==> src/rtl/frc_pkg.sv <==
package frc_pkg;
  typedef enum logic [2:0] {
    DIR_N  = 3'd0,
    DIR_S  = 3'd1,
    DIR_E  = 3'd2,
    DIR_W  = 3'd3,
    DIR_LM = 3'd4,
    DIR_LS = 3'd5
  } port_e;

  localparam int NUM_PORTS = 6;
  localparam int NUM_MESH  = 4;
endpackage

==> src/rtl/frc_xy_pref.sv <==
module frc_xy_pref
  import frc_pkg::*;
#(
  parameter int COLS = 4,
  parameter int XW   = 2,
  parameter int YW   = 2
) (
  input  logic [XW-1:0] cur_x,
  input  logic [YW-1:0] cur_y,
  input  logic [XW-1:0] dst_x,
  input  logic [YW-1:0] dst_y,
  output port_e         pref
);
  localparam logic [XW-1:0] LAST_COL = XW'(COLS - 1);

  logic same_row;
  logic slave_hit;

  always_comb begin
    same_row  = (cur_y == dst_y);
    slave_hit = same_row &&
                (((cur_x != LAST_COL) && (dst_x == cur_x + 1'b1)) ||
                 ((cur_x == LAST_COL) && (dst_x == '0)));
    if (same_row && (cur_x == dst_x))      pref = DIR_LM;
    else if (slave_hit)                    pref = DIR_LS;
    else if (dst_x > cur_x)                pref = DIR_E;
    else if (dst_x < cur_x)                pref = DIR_W;
    else if (dst_y > cur_y)                pref = DIR_N;
    else                                   pref = DIR_S;
  end
endmodule

==> src/rtl/frc_detour.sv <==
module frc_detour
  import frc_pkg::*;
#(
  parameter int COLS = 4,
  parameter int ROWS = 4,
  parameter int XW   = 2,
  parameter int YW   = 2
) (
  input  logic [XW-1:0]       cur_x,
  input  logic [YW-1:0]       cur_y,
  input  logic [XW-1:0]       dst_x,
  input  logic [YW-1:0]       dst_y,
  input  port_e               pref,
  input  logic [2:0]          in_port,
  input  logic [1:0]          prev_dir,
  input  logic [NUM_MESH-1:0] nbr_fault,
  output port_e               sel,
  output logic                err
);
  localparam logic [XW-1:0] LAST_COL = XW'(COLS - 1);
  localparam logic [YW-1:0] LAST_ROW = YW'(ROWS - 1);

  logic [NUM_MESH-1:0] exists;
  logic [NUM_MESH-1:0] usable;
  logic [2:0]          p;
  logic                mesh_in;
  logic                reversal;
  logic                blocked;
  logic [1:0]          cand;

  always_comb begin
    exists[0] = (cur_y != LAST_ROW);
    exists[1] = (cur_y != '0);
    exists[2] = (cur_x != LAST_COL);
    exists[3] = (cur_x != '0);
    usable    = exists & ~nbr_fault;
  end

  always_comb begin
    p        = pref;
    mesh_in  = (in_port < 3'd4);
    reversal = mesh_in && !p[2] && (p[1:0] == {prev_dir[1], ~prev_dir[0]});
    blocked  = !usable[p[1:0]] || reversal;

    if (p[1]) begin
      if (dst_y > cur_y)                                  cand = 2'd0;
      else if (dst_y < cur_y)                             cand = 2'd1;
      else if (p[0] && (dst_x == '0) && (cur_x == XW'(1))) cand = 2'd2;
      else if (cur_y == '0)                               cand = 2'd0;
      else                                                cand = 2'd1;
    end else begin
      cand = (cur_x != LAST_COL) ? 2'd2 : 2'd3;
    end

    sel = pref;
    err = 1'b0;
    if (!p[2] && blocked) begin
      if (usable[cand]) sel = port_e'({1'b0, cand});
      else              err = 1'b1;
    end
  end
endmodule

==> src/rtl/frc_out_reg.sv <==
module frc_out_reg
  import frc_pkg::*;
(
  input  logic                 clk,
  input  logic                 rst_n,
  input  logic                 req_valid,
  output logic                 req_ready,
  input  port_e                sel,
  input  logic                 err,
  output logic                 out_valid,
  input  logic                 out_ready,
  output logic [NUM_PORTS-1:0] out_port,
  output logic                 route_error
);
  logic                 load;
  logic                 valid_d;
  logic [NUM_PORTS-1:0] port_d;
  logic                 err_d;

  always_comb begin
    req_ready = !out_valid || out_ready;
    load      = req_valid && req_ready;
    valid_d   = out_valid && !out_ready;
    port_d    = out_port;
    err_d     = route_error;
    if (load) begin
      valid_d = 1'b1;
      port_d  = err ? '0 : (NUM_PORTS'(1) << sel);
      err_d   = err;
    end
  end

  always_ff @(posedge clk or negedge rst_n) begin
    if (!rst_n) begin
      out_valid   <= 1'b0;
      out_port    <= '0;
      route_error <= 1'b0;
    end else begin
      out_valid <= valid_d;
      if (load) begin
        out_port    <= port_d;
        route_error <= err_d;
      end
    end
  end


  hold_stable_chk: assert property (@(posedge clk) disable iff (!rst_n)
    (out_valid && !out_ready) |=> (out_valid && $stable(out_port) && $stable(route_error)));


  accept_to_valid_chk: assert property (@(posedge clk) disable iff (!rst_n)
    (req_valid && req_ready) |=> out_valid);
endmodule

==> src/rtl/fault_xy_route.sv <==
module fault_xy_route
  import frc_pkg::*;
#(
  parameter int COLS = 4,
  parameter int ROWS = 4,
  parameter int XW   = (COLS > 1) ? $clog2(COLS) : 1,
  parameter int YW   = (ROWS > 1) ? $clog2(ROWS) : 1
) (
  input  logic          clk,
  input  logic          rst_n,
  input  logic          req_valid,
  output logic          req_ready,
  input  logic [XW-1:0] cur_x,
  input  logic [YW-1:0] cur_y,
  input  logic [XW-1:0] dst_x,
  input  logic [YW-1:0] dst_y,
  input  logic [2:0]    in_port,
  input  logic [1:0]    prev_dir,
  input  logic [3:0]    nbr_fault,
  output logic          out_valid,
  input  logic          out_ready,
  output logic [5:0]    out_port,
  output logic          route_error
);
  port_e pref;
  port_e sel;
  logic  err;
  logic  take;

  assign take = req_valid && req_ready;

  frc_xy_pref #(.COLS(COLS), .XW(XW), .YW(YW)) pref_i (
    .cur_x(cur_x), .cur_y(cur_y), .dst_x(dst_x), .dst_y(dst_y), .pref(pref)
  );

  frc_detour #(.COLS(COLS), .ROWS(ROWS), .XW(XW), .YW(YW)) detour_i (
    .cur_x(cur_x), .cur_y(cur_y), .dst_x(dst_x), .dst_y(dst_y),
    .pref(pref), .in_port(in_port), .prev_dir(prev_dir),
    .nbr_fault(nbr_fault), .sel(sel), .err(err)
  );

  frc_out_reg out_i (
    .clk(clk), .rst_n(rst_n), .req_valid(req_valid), .req_ready(req_ready),
    .sel(sel), .err(err), .out_valid(out_valid), .out_ready(out_ready),
    .out_port(out_port), .route_error(route_error)
  );


  onehot_grant_chk: assert property (@(posedge clk) disable iff (!rst_n)
    (out_valid && !route_error) |-> $onehot(out_port));


  error_no_port_chk: assert property (@(posedge clk) disable iff (!rst_n)
    (out_valid && route_error) |-> (out_port == 6'd0));


  no_faulty_grant_chk: assert property (@(posedge clk) disable iff (!rst_n)
    (out_valid && $past(take)) |-> ((out_port[3:0] & $past(nbr_fault)) == 4'd0));


  no_west_edge_chk: assert property (@(posedge clk) disable iff (!rst_n)
    (out_valid && $past(take) && ($past(cur_x) == '0)) |-> !out_port[3]);


  arrive_local_chk: assert property (@(posedge clk) disable iff (!rst_n)
    (out_valid && $past(take) && ($past(cur_x) == $past(dst_x)) &&
     ($past(cur_y) == $past(dst_y))) |-> (out_port == 6'b010000));
endmodule

==> config.mk <==
export PLATFORM = sky130hd
export DESIGN_NAME = fault_xy_route
export DESIGN_NICKNAME = d
export VERILOG_FILES = /design/src/rtl/frc_pkg.sv /design/src/rtl/frc_xy_pref.sv /design/src/rtl/frc_detour.sv /design/src/rtl/frc_out_reg.sv /design/src/rtl/fault_xy_route.sv
export SDC_FILE = /design/constraint.sdc
export NUM_CORES = 1
export LEC_CHECK = 0
export BUFFER_PORTS_ARGS = -buffer_cell sky130_fd_sc_hd__buf_2
export CAP_MARGIN = 40
export CORE_MARGIN = 3
export CORE_UTILIZATION = 44
export CTS_CLUSTER_DIAMETER = 200
export DETAILED_ROUTE_END_ITERATION = 10
export HOLD_SLACK_MARGIN = 0.12
export PLACE_DENSITY = 0.74
export SLEW_MARGIN = 40
export SYNTH_ARGS = -nofsm -noshare
export SYNTH_HDL_FRONTEND = slang
export SYNTH_HIERARCHICAL = 1
export SYNTH_SLANG_ARGS = --single-unit
==> constraint.sdc <==
create_clock -name clk -period 1 [get_ports clk]
set_input_delay 0.1 -clock clk [delete_from_list [all_inputs] [get_ports clk]]
set_output_delay 0.1 -clock clk [all_outputs]
set_load 0.005 [all_outputs]
Yosys cells after proc, flatten, opt, wreduce, memory -nomap -nowiden
Index checks and enable logic that the tools add are counted.
{ "op_classes": {"muxes": 21, "bitwise_logic": 3, "n_addsub": 1, "shift": 1, "n_reduce_logical": 22, "n_eq_ne": 8, "magnitude_cmp": 7} }
{ "ops": {"columns": ["cell", "count"], "rows": [
  ["2-to-1 mux 3 bit", 6],
  ["logical AND 1 bit", 11],
  ["== test 2 bit", 4],
  ["2-to-1 mux 1 bit", 8],
  ["2-to-1 mux 2 bit", 4],
  ["< comparator 2 x 3 -> 1 bit, second input constant", 2],
  ["2-to-1 mux 6 bit", 1],
  ["left shift 1 x 3 -> 6 bit, first input constant", 1],
  ["AND 4 bit", 1],
  ["binary-select mux 1 bit (select 2 bit)", 2],
  ["> comparator 2 bit", 2],
  ["logical NOT 1 bit", 4],
  ["logical NOT 2 bit", 2],
  ["< comparator 2 bit", 2],
  ["inequality test 2 bit, second input constant", 2],
  ["NOT 4 bit", 1],
  ["nonzero test 2 bit", 2],
  ["logical OR 1 bit", 3],
  ["< comparator 3 bit, second input constant", 1],
  ["adder 2 x 1 -> 2 bit, second input constant", 1],
  ["== test 2 x 1 -> 1 bit, second input constant", 1],
  ["== test 2 bit, second input constant", 1],
  ["NOT 1 bit", 1]
]} }
{ "word_totals": {"wordCells": 66, "in_bits": 21, "out_inout_bits": 9, "reg_bits": 8} }

Logic depth before layout (Yosys ltp)
{ "depth": {"word_depth": 19, "depth_mapped": 14, "depth_no_buf": 13} }

Hierarchy
The synthesis kept the hierarchy.
{ "modules_own_cells": {"columns": ["module", "instances", "cells_per_inst", "seq_area_each_um2", "area_per_inst_um2"], "rows": [
  ["frc_out_reg", 1, 27, 200.2, 359.1],
  ["frc_detour", 1, 43, 0.0, 330.3],
  ["frc_xy_pref", 1, 25, 0.0, 175.2]
]} }

Least setup slack after synthesis
OpenSTA, ideal clock, no wires.
{ "synth_path": {"path_type": "input to register", "from": "input port cur_x[0]", "to": "register out_i.out_port[2]", "slack_ps": -1869, "path_stages": 13, "arrival_ps": 2745, "setup_time_ps": 125, "t_required_ps": 875, "n_path_buf": 0, "cell_sequence": "ha_1 nor2b_1 o21a_1 o31ai_2 o21ba_1 inv_1 a211oi_1 o32a_2 a221oi_2 mux2_1 nand2b_1 nor3_1 mux2_2"} }
{ "synth_via": {"elab_cells_between_ends": 43, "cone_classes": "add/sub: 1; order compare: 2; eq/ne: 6; shift: 1; mux: 18; bitwise: 1; reduce/logical: 14"} }
{ "synth_lines": {"columns": ["item", "line_no", "source"], "rows": [
  ["start, declared", "fault_xy_route.sv:13", "input logic [XW-1:0] cur_x,"],
  ["adder 2 x 1 -> 2 bit", "frc_xy_pref.sv:22", "(((cur_x != LAST_COL) && (dst_x == cur_x + 1'b1)) ||"],
  ["== test 2 bit", "frc_xy_pref.sv:22", null],
  ["logical AND 1 bit", "frc_xy_pref.sv:22", null],
  ["logical OR 1 bit", "frc_xy_pref.sv:22", null],
  ["logical AND 1 bit", "frc_xy_pref.sv:21", "slave_hit = same_row &&"],
  ["2-to-1 mux 3 bit", "frc_xy_pref.sv:25", "else if (slave_hit) pref = DIR_LS;"],
  ["2-to-1 mux 3 bit *", "frc_xy_pref.sv:24", "if (same_row && (cur_x == dst_x)) pref = DIR_LM;"],
  ["via pref[2]", "fault_xy_route.sv:25", "port_e pref;"],
  ["logical NOT 1 bit *", "frc_detour.sv:42, frc_detour.sv:57", null],
  ["logical AND 1 bit (2 in series)", "frc_detour.sv:42", "reversal = mesh_in && !p[2] && (p[1:0] == {prev_dir[1], ~prev_dir[0]});"],
  ["logical OR 1 bit", "frc_detour.sv:43", "blocked = !usable[p[1:0]] || reversal;"],
  ["logical AND 1 bit *", "frc_detour.sv:57", "if (!p[2] && blocked) begin"],
  ["2-to-1 mux 3 bit *", "frc_detour.sv:57", null],
  ["via sel[1]", "fault_xy_route.sv:26", "port_e sel;"],
  ["left shift 1 x 3 -> 6 bit *", "frc_out_reg.sv:28", "port_d = err ? '0 : (NUM_PORTS'(1) << sel);"],
  ["2-to-1 mux 6 bit *", "frc_out_reg.sv:28", null],
  ["end signal, assigned", "frc_out_reg.sv:41", "out_port <= port_d;"],
  ["end, declared", "frc_out_reg.sv:12", "output logic [NUM_PORTS-1:0] out_port,"]
]} }
The timed path passes the listed nets; every way through them passes the cells marked *. The select of a mux whose other input is x is not followed.
A chain may end at the register's enable or synchronous reset.

Worst setup path in the final report
{ "layout_path": {"from": "input port cur_y[1]", "to": "register out_i.out_port[5]"} }
{ "layout_via": {"elab_chain_cells": 18, "elab_cells_between_ends": 38, "cone_classes": "order compare: 2; eq/ne: 3; shift: 1; mux: 19; bitwise: 1; reduce/logical: 12"} }
{ "layout_rtl": {"columns": ["item", "line_no", "source"], "rows": [
  ["start, declared", "fault_xy_route.sv:14", "input logic [YW-1:0] cur_y,"],
  ["> comparator 2 bit", "frc_xy_pref.sv:28", "else if (dst_y > cur_y) pref = DIR_N;"],
  ["2-to-1 mux 1 bit", "frc_xy_pref.sv:28", null],
  ["2-to-1 mux 3 bit", "frc_xy_pref.sv:27", "else if (dst_x < cur_x) pref = DIR_W;"],
  ["2-to-1 mux 3 bit", "frc_xy_pref.sv:26", "else if (dst_x > cur_x) pref = DIR_E;"],
  ["2-to-1 mux 3 bit", "frc_xy_pref.sv:25", null],
  ["2-to-1 mux 3 bit *", "frc_xy_pref.sv:24", null],
  ["via pref[0]", "fault_xy_route.sv:25", null],
  ["logical AND 1 bit (2 in series)", "frc_detour.sv:48", "else if (p[0] && (dst_x == '0) && (cur_x == XW'(1))) cand = 2'd2;"],
  ["[3 not listed]", null, null],
  ["2-to-1 mux 2 bit", "frc_detour.sv:45", "if (p[1]) begin"],
  ["binary-select mux 1 bit (select 2 bit)", "frc_detour.sv:58", "if (usable[cand]) sel = port_e'({1'b0, cand});"],
  ["2-to-1 mux 1 bit (implied by the code)", "frc_detour.sv:58", null],
  ["2-to-1 mux 3 bit", "frc_detour.sv:58", null],
  ["2-to-1 mux 3 bit *", "frc_detour.sv:57", null],
  ["via sel[1]", "fault_xy_route.sv:26", null],
  ["left shift 1 x 3 -> 6 bit *", "frc_out_reg.sv:28", null],
  ["2-to-1 mux 6 bit *", "frc_out_reg.sv:28", null]
]} }
Marked as above.

==> metrics.txt <==
status finished with violations; failing checks negative setup slack; Nets 190; root buf cell clkbuf_4; Worst Tran Pin Value roughly 0.42 ns; crit path buf inv count 4; Starting Density 0.485; WS Path Type in2reg; Synth top area share 0.232; VDD IR max approximately 1.2 mV; PortBufs 27; I/O pins 30; most common cell in the synthesized netlist inv_1; clk_lat worst skew 0.27 ns; Residual DRC 0; Mapped Cells 95; critical path startpoint category input pin; Yosys reg bits 8; Net Count, Synth about 120; max cap viols 0; Core Area 1780 sq um; Post-synth EDFFs 0; Die H 50.3 um; achievable clock frequency 339 MHz; share of cells above drive strength 1 0.706; antenna viol nets, final 0; gr ovfl total 0; die area 2530 sq um; Rows 15; Detail Placement HPWL ~1.8 mm; ratio of total power to cell area 1430 nW/um^2; cell family with most CP delay compound AO/OA/AOI/OAI gates; Critical Path Sink Type flop; first-pass GRT wire length just under 5 mm; DR vias 1,158; clock buffer depth 2; Mapped Avg Cell Area 9.10 sq um; final WL 4.45 mm; Slowest Stage Delay on Critical Path 0.38 ns; Max-Slew Margin vs Limit 0.722; Vias/cell 6.26; Setup Skew between 0.001 and 0.0015 ns; CP most frequent cell buf_4; final worst setup slack -1.95 ns; Power, Total 2.40 mW; Final Hold Fails 0; synth top area cells dfrtp_1 23%, ha_1 10%, mux2_2 9.1%, inv_1 4.8%, nor3_1 4.1%; final core occ 0.942; post-synth top area cell dfrtp_1; worst-path cell chain buf_2 -> inv_1 -> ha_1 -> nor2b_1 -> nor3_2 -> o31a_1 -> buf_4 -> a2111oi_4 -> buf_4 -> o32a_4 -> a221oi_4 -> mux2_4 -> nand2b_4 -> nor2_1 -> mux2_2; largest net degree at the start of global routing 9; GP Congestion ~0.75; final setup TNS -12.88 ns; width of the die ~50 um; CP Max Fanout 5; unrepaired setup endpoints after global routing true; top cells by count, synth 11 x inv_1, 8 x dfrtp_1, 7 x ha_1, 7 x mux2_2, 7 x nor3_1; CP max stage cell mux2_4; WL/cell 24.1 um; clock slew at reported path FFs roughly 0.06 ns; Post-Syn Area 865 sq um; Leakage Power approximately 0.8 nW; ys flop type dfrtp_1; Slew Viols, Final 0; Synth Warn # 6; cts bufs inserted 3; GRT Util Overall 0.255; WP data required approximately 1.2 ns; Post-synth ARST share 1.00; router iterations before antenna repair 4; post-synthesis sequential area ratio 0.232; CTS tree done; initial antenna violation count 0; Hold WC Path Type in2async; Tcrit/Tclk final 2.95; Crit path arrival time 3.15 ns; Area growth syn-to-layout 94.2%; antenna cells 0; clock sinks 8; Fill cells 50; clock period minus worst slack 2.95 ns; final setup fails 8; Starting DRT DRC Count between 50 and 60; synth unique cells 39; H-tree levels 1; vias in the first global route roughly 1,100
where the power goes:
part           internal, mW  leakage (nW)  switching, mW
sequential            0.403         0.105         0.0563
clock                 0.139        0.0138          0.128
combinational         0.874         0.681          0.804
total                  1.42         0.800          0.988
state kept, by name, summed over array words and instances, names as in the netlist:
| signal | cells |
|---|---|
| out_i/out_port | 6 |
| out_i/out_valid | 1 |
| out_i/route_error | 1 |
final cells by class:
cell class / count / area, sq um / area share
Multi-Input combinational cell: 74 / 907 / 0.540
Clock buffer: 3 / 22.5 / 0.0134
Sequential cell: 8 / 200 / 0.119
Timing Repair Buffer: 64 / 472 / 0.281
Inverter: 11 / 46.3 / 0.0276
Tap cell: 25 / 31.3 / 0.0186
path summary, 6_finish.rpt:
| kind | start | endpoint | slack [ns] | cells after the start |
|---|---|---|---|---|
| worst max register to register | out_i/out_valid | out_i/out_port[1] | -0.14 | 3 |
| worst max-delay path | cur_y[1] | out_i/out_port[5] | -1.95 | 15 |
| min in group clk | req_valid | out_i/out_port[0] | 0.30 | 3 |
| worst min register to register | out_i/route_error | out_i/route_error | 0.53 | 1 |
| max in group asynchronous | rst_n | out_i/route_error | 0.61 | 2 |
| worst min-delay path | rst_n | out_i/out_port[4] | 0.22 | 2 |
worst register-to-register path, cell delays in order (launching register included):
cell,delay [ns]
dfrtp_1,0.41
nand2b_4,0.10
nand2_4,0.15
mux2_2,0.36
placed cells by master (no fill, tap or decap), drive strengths merged, types with 2 or more instances in the layout:
cell	n
a2111oi	3
nand2b	5
ha	7
o21ba	3
clkbuf	3
o21ai	2
nor4	2
buf	62
dfrtp	8
a211oi	3
nor2b	2
nor2	4
mux2	8
inv	10
nor3	7
dlygate4sd3	2
nand2	5
mux2i	2
a21oi	5
kinds of logic (layout without fill, tap and decap cells):
family,Yosys count,in the layout,share of synthesized area
buffers and inverters,13,78,0.0579
DFF,8,8,0.232
adders and majority gates,7,7,0.101
muxes,10,10,0.127
AOI/OAI and AO/OA,24,24,0.233
and+or+nand+nor,31,31,0.229
xor gates and xnor gates,2,2,0.0203
metrics by stage:
step	hold WS [ns]	area [sq um]	cells	setup WS, ns
2_1_floorplan	-0.196	915	95	-1.73
3_3_place_gp	-0.0533	1230	166	-1.99
3_5_place_dp	-0.0486	1230	166	-2.11
4_1_cts	0.222	1460	180	-1.69
5_1_grt	0.217	1680	185	-1.97
6_report	0.215	1680	185	-1.95
layer usage:
layer | track usage | wire length [um]
met4 | 0.0897 | 238
met5 | 0 | 0
met3 | 0.0712 | 368
met2 | 0.463 | 2250
met1 | 0.281 | 1590
timing repair:
| item | 4_1_cts | 5_1_grt |
|---|---|---|
| setup endpoints to repair | 7 | 8 |
| resized for setup | 24 | 33 |
| hold buffers | 2 | 0 |
| buffers inserted | 9 | 5 |
| pin swaps | 15 | 8 |
| hold endpoints to repair | 9 | 0 |
Power figures use the tool's default switching activity.
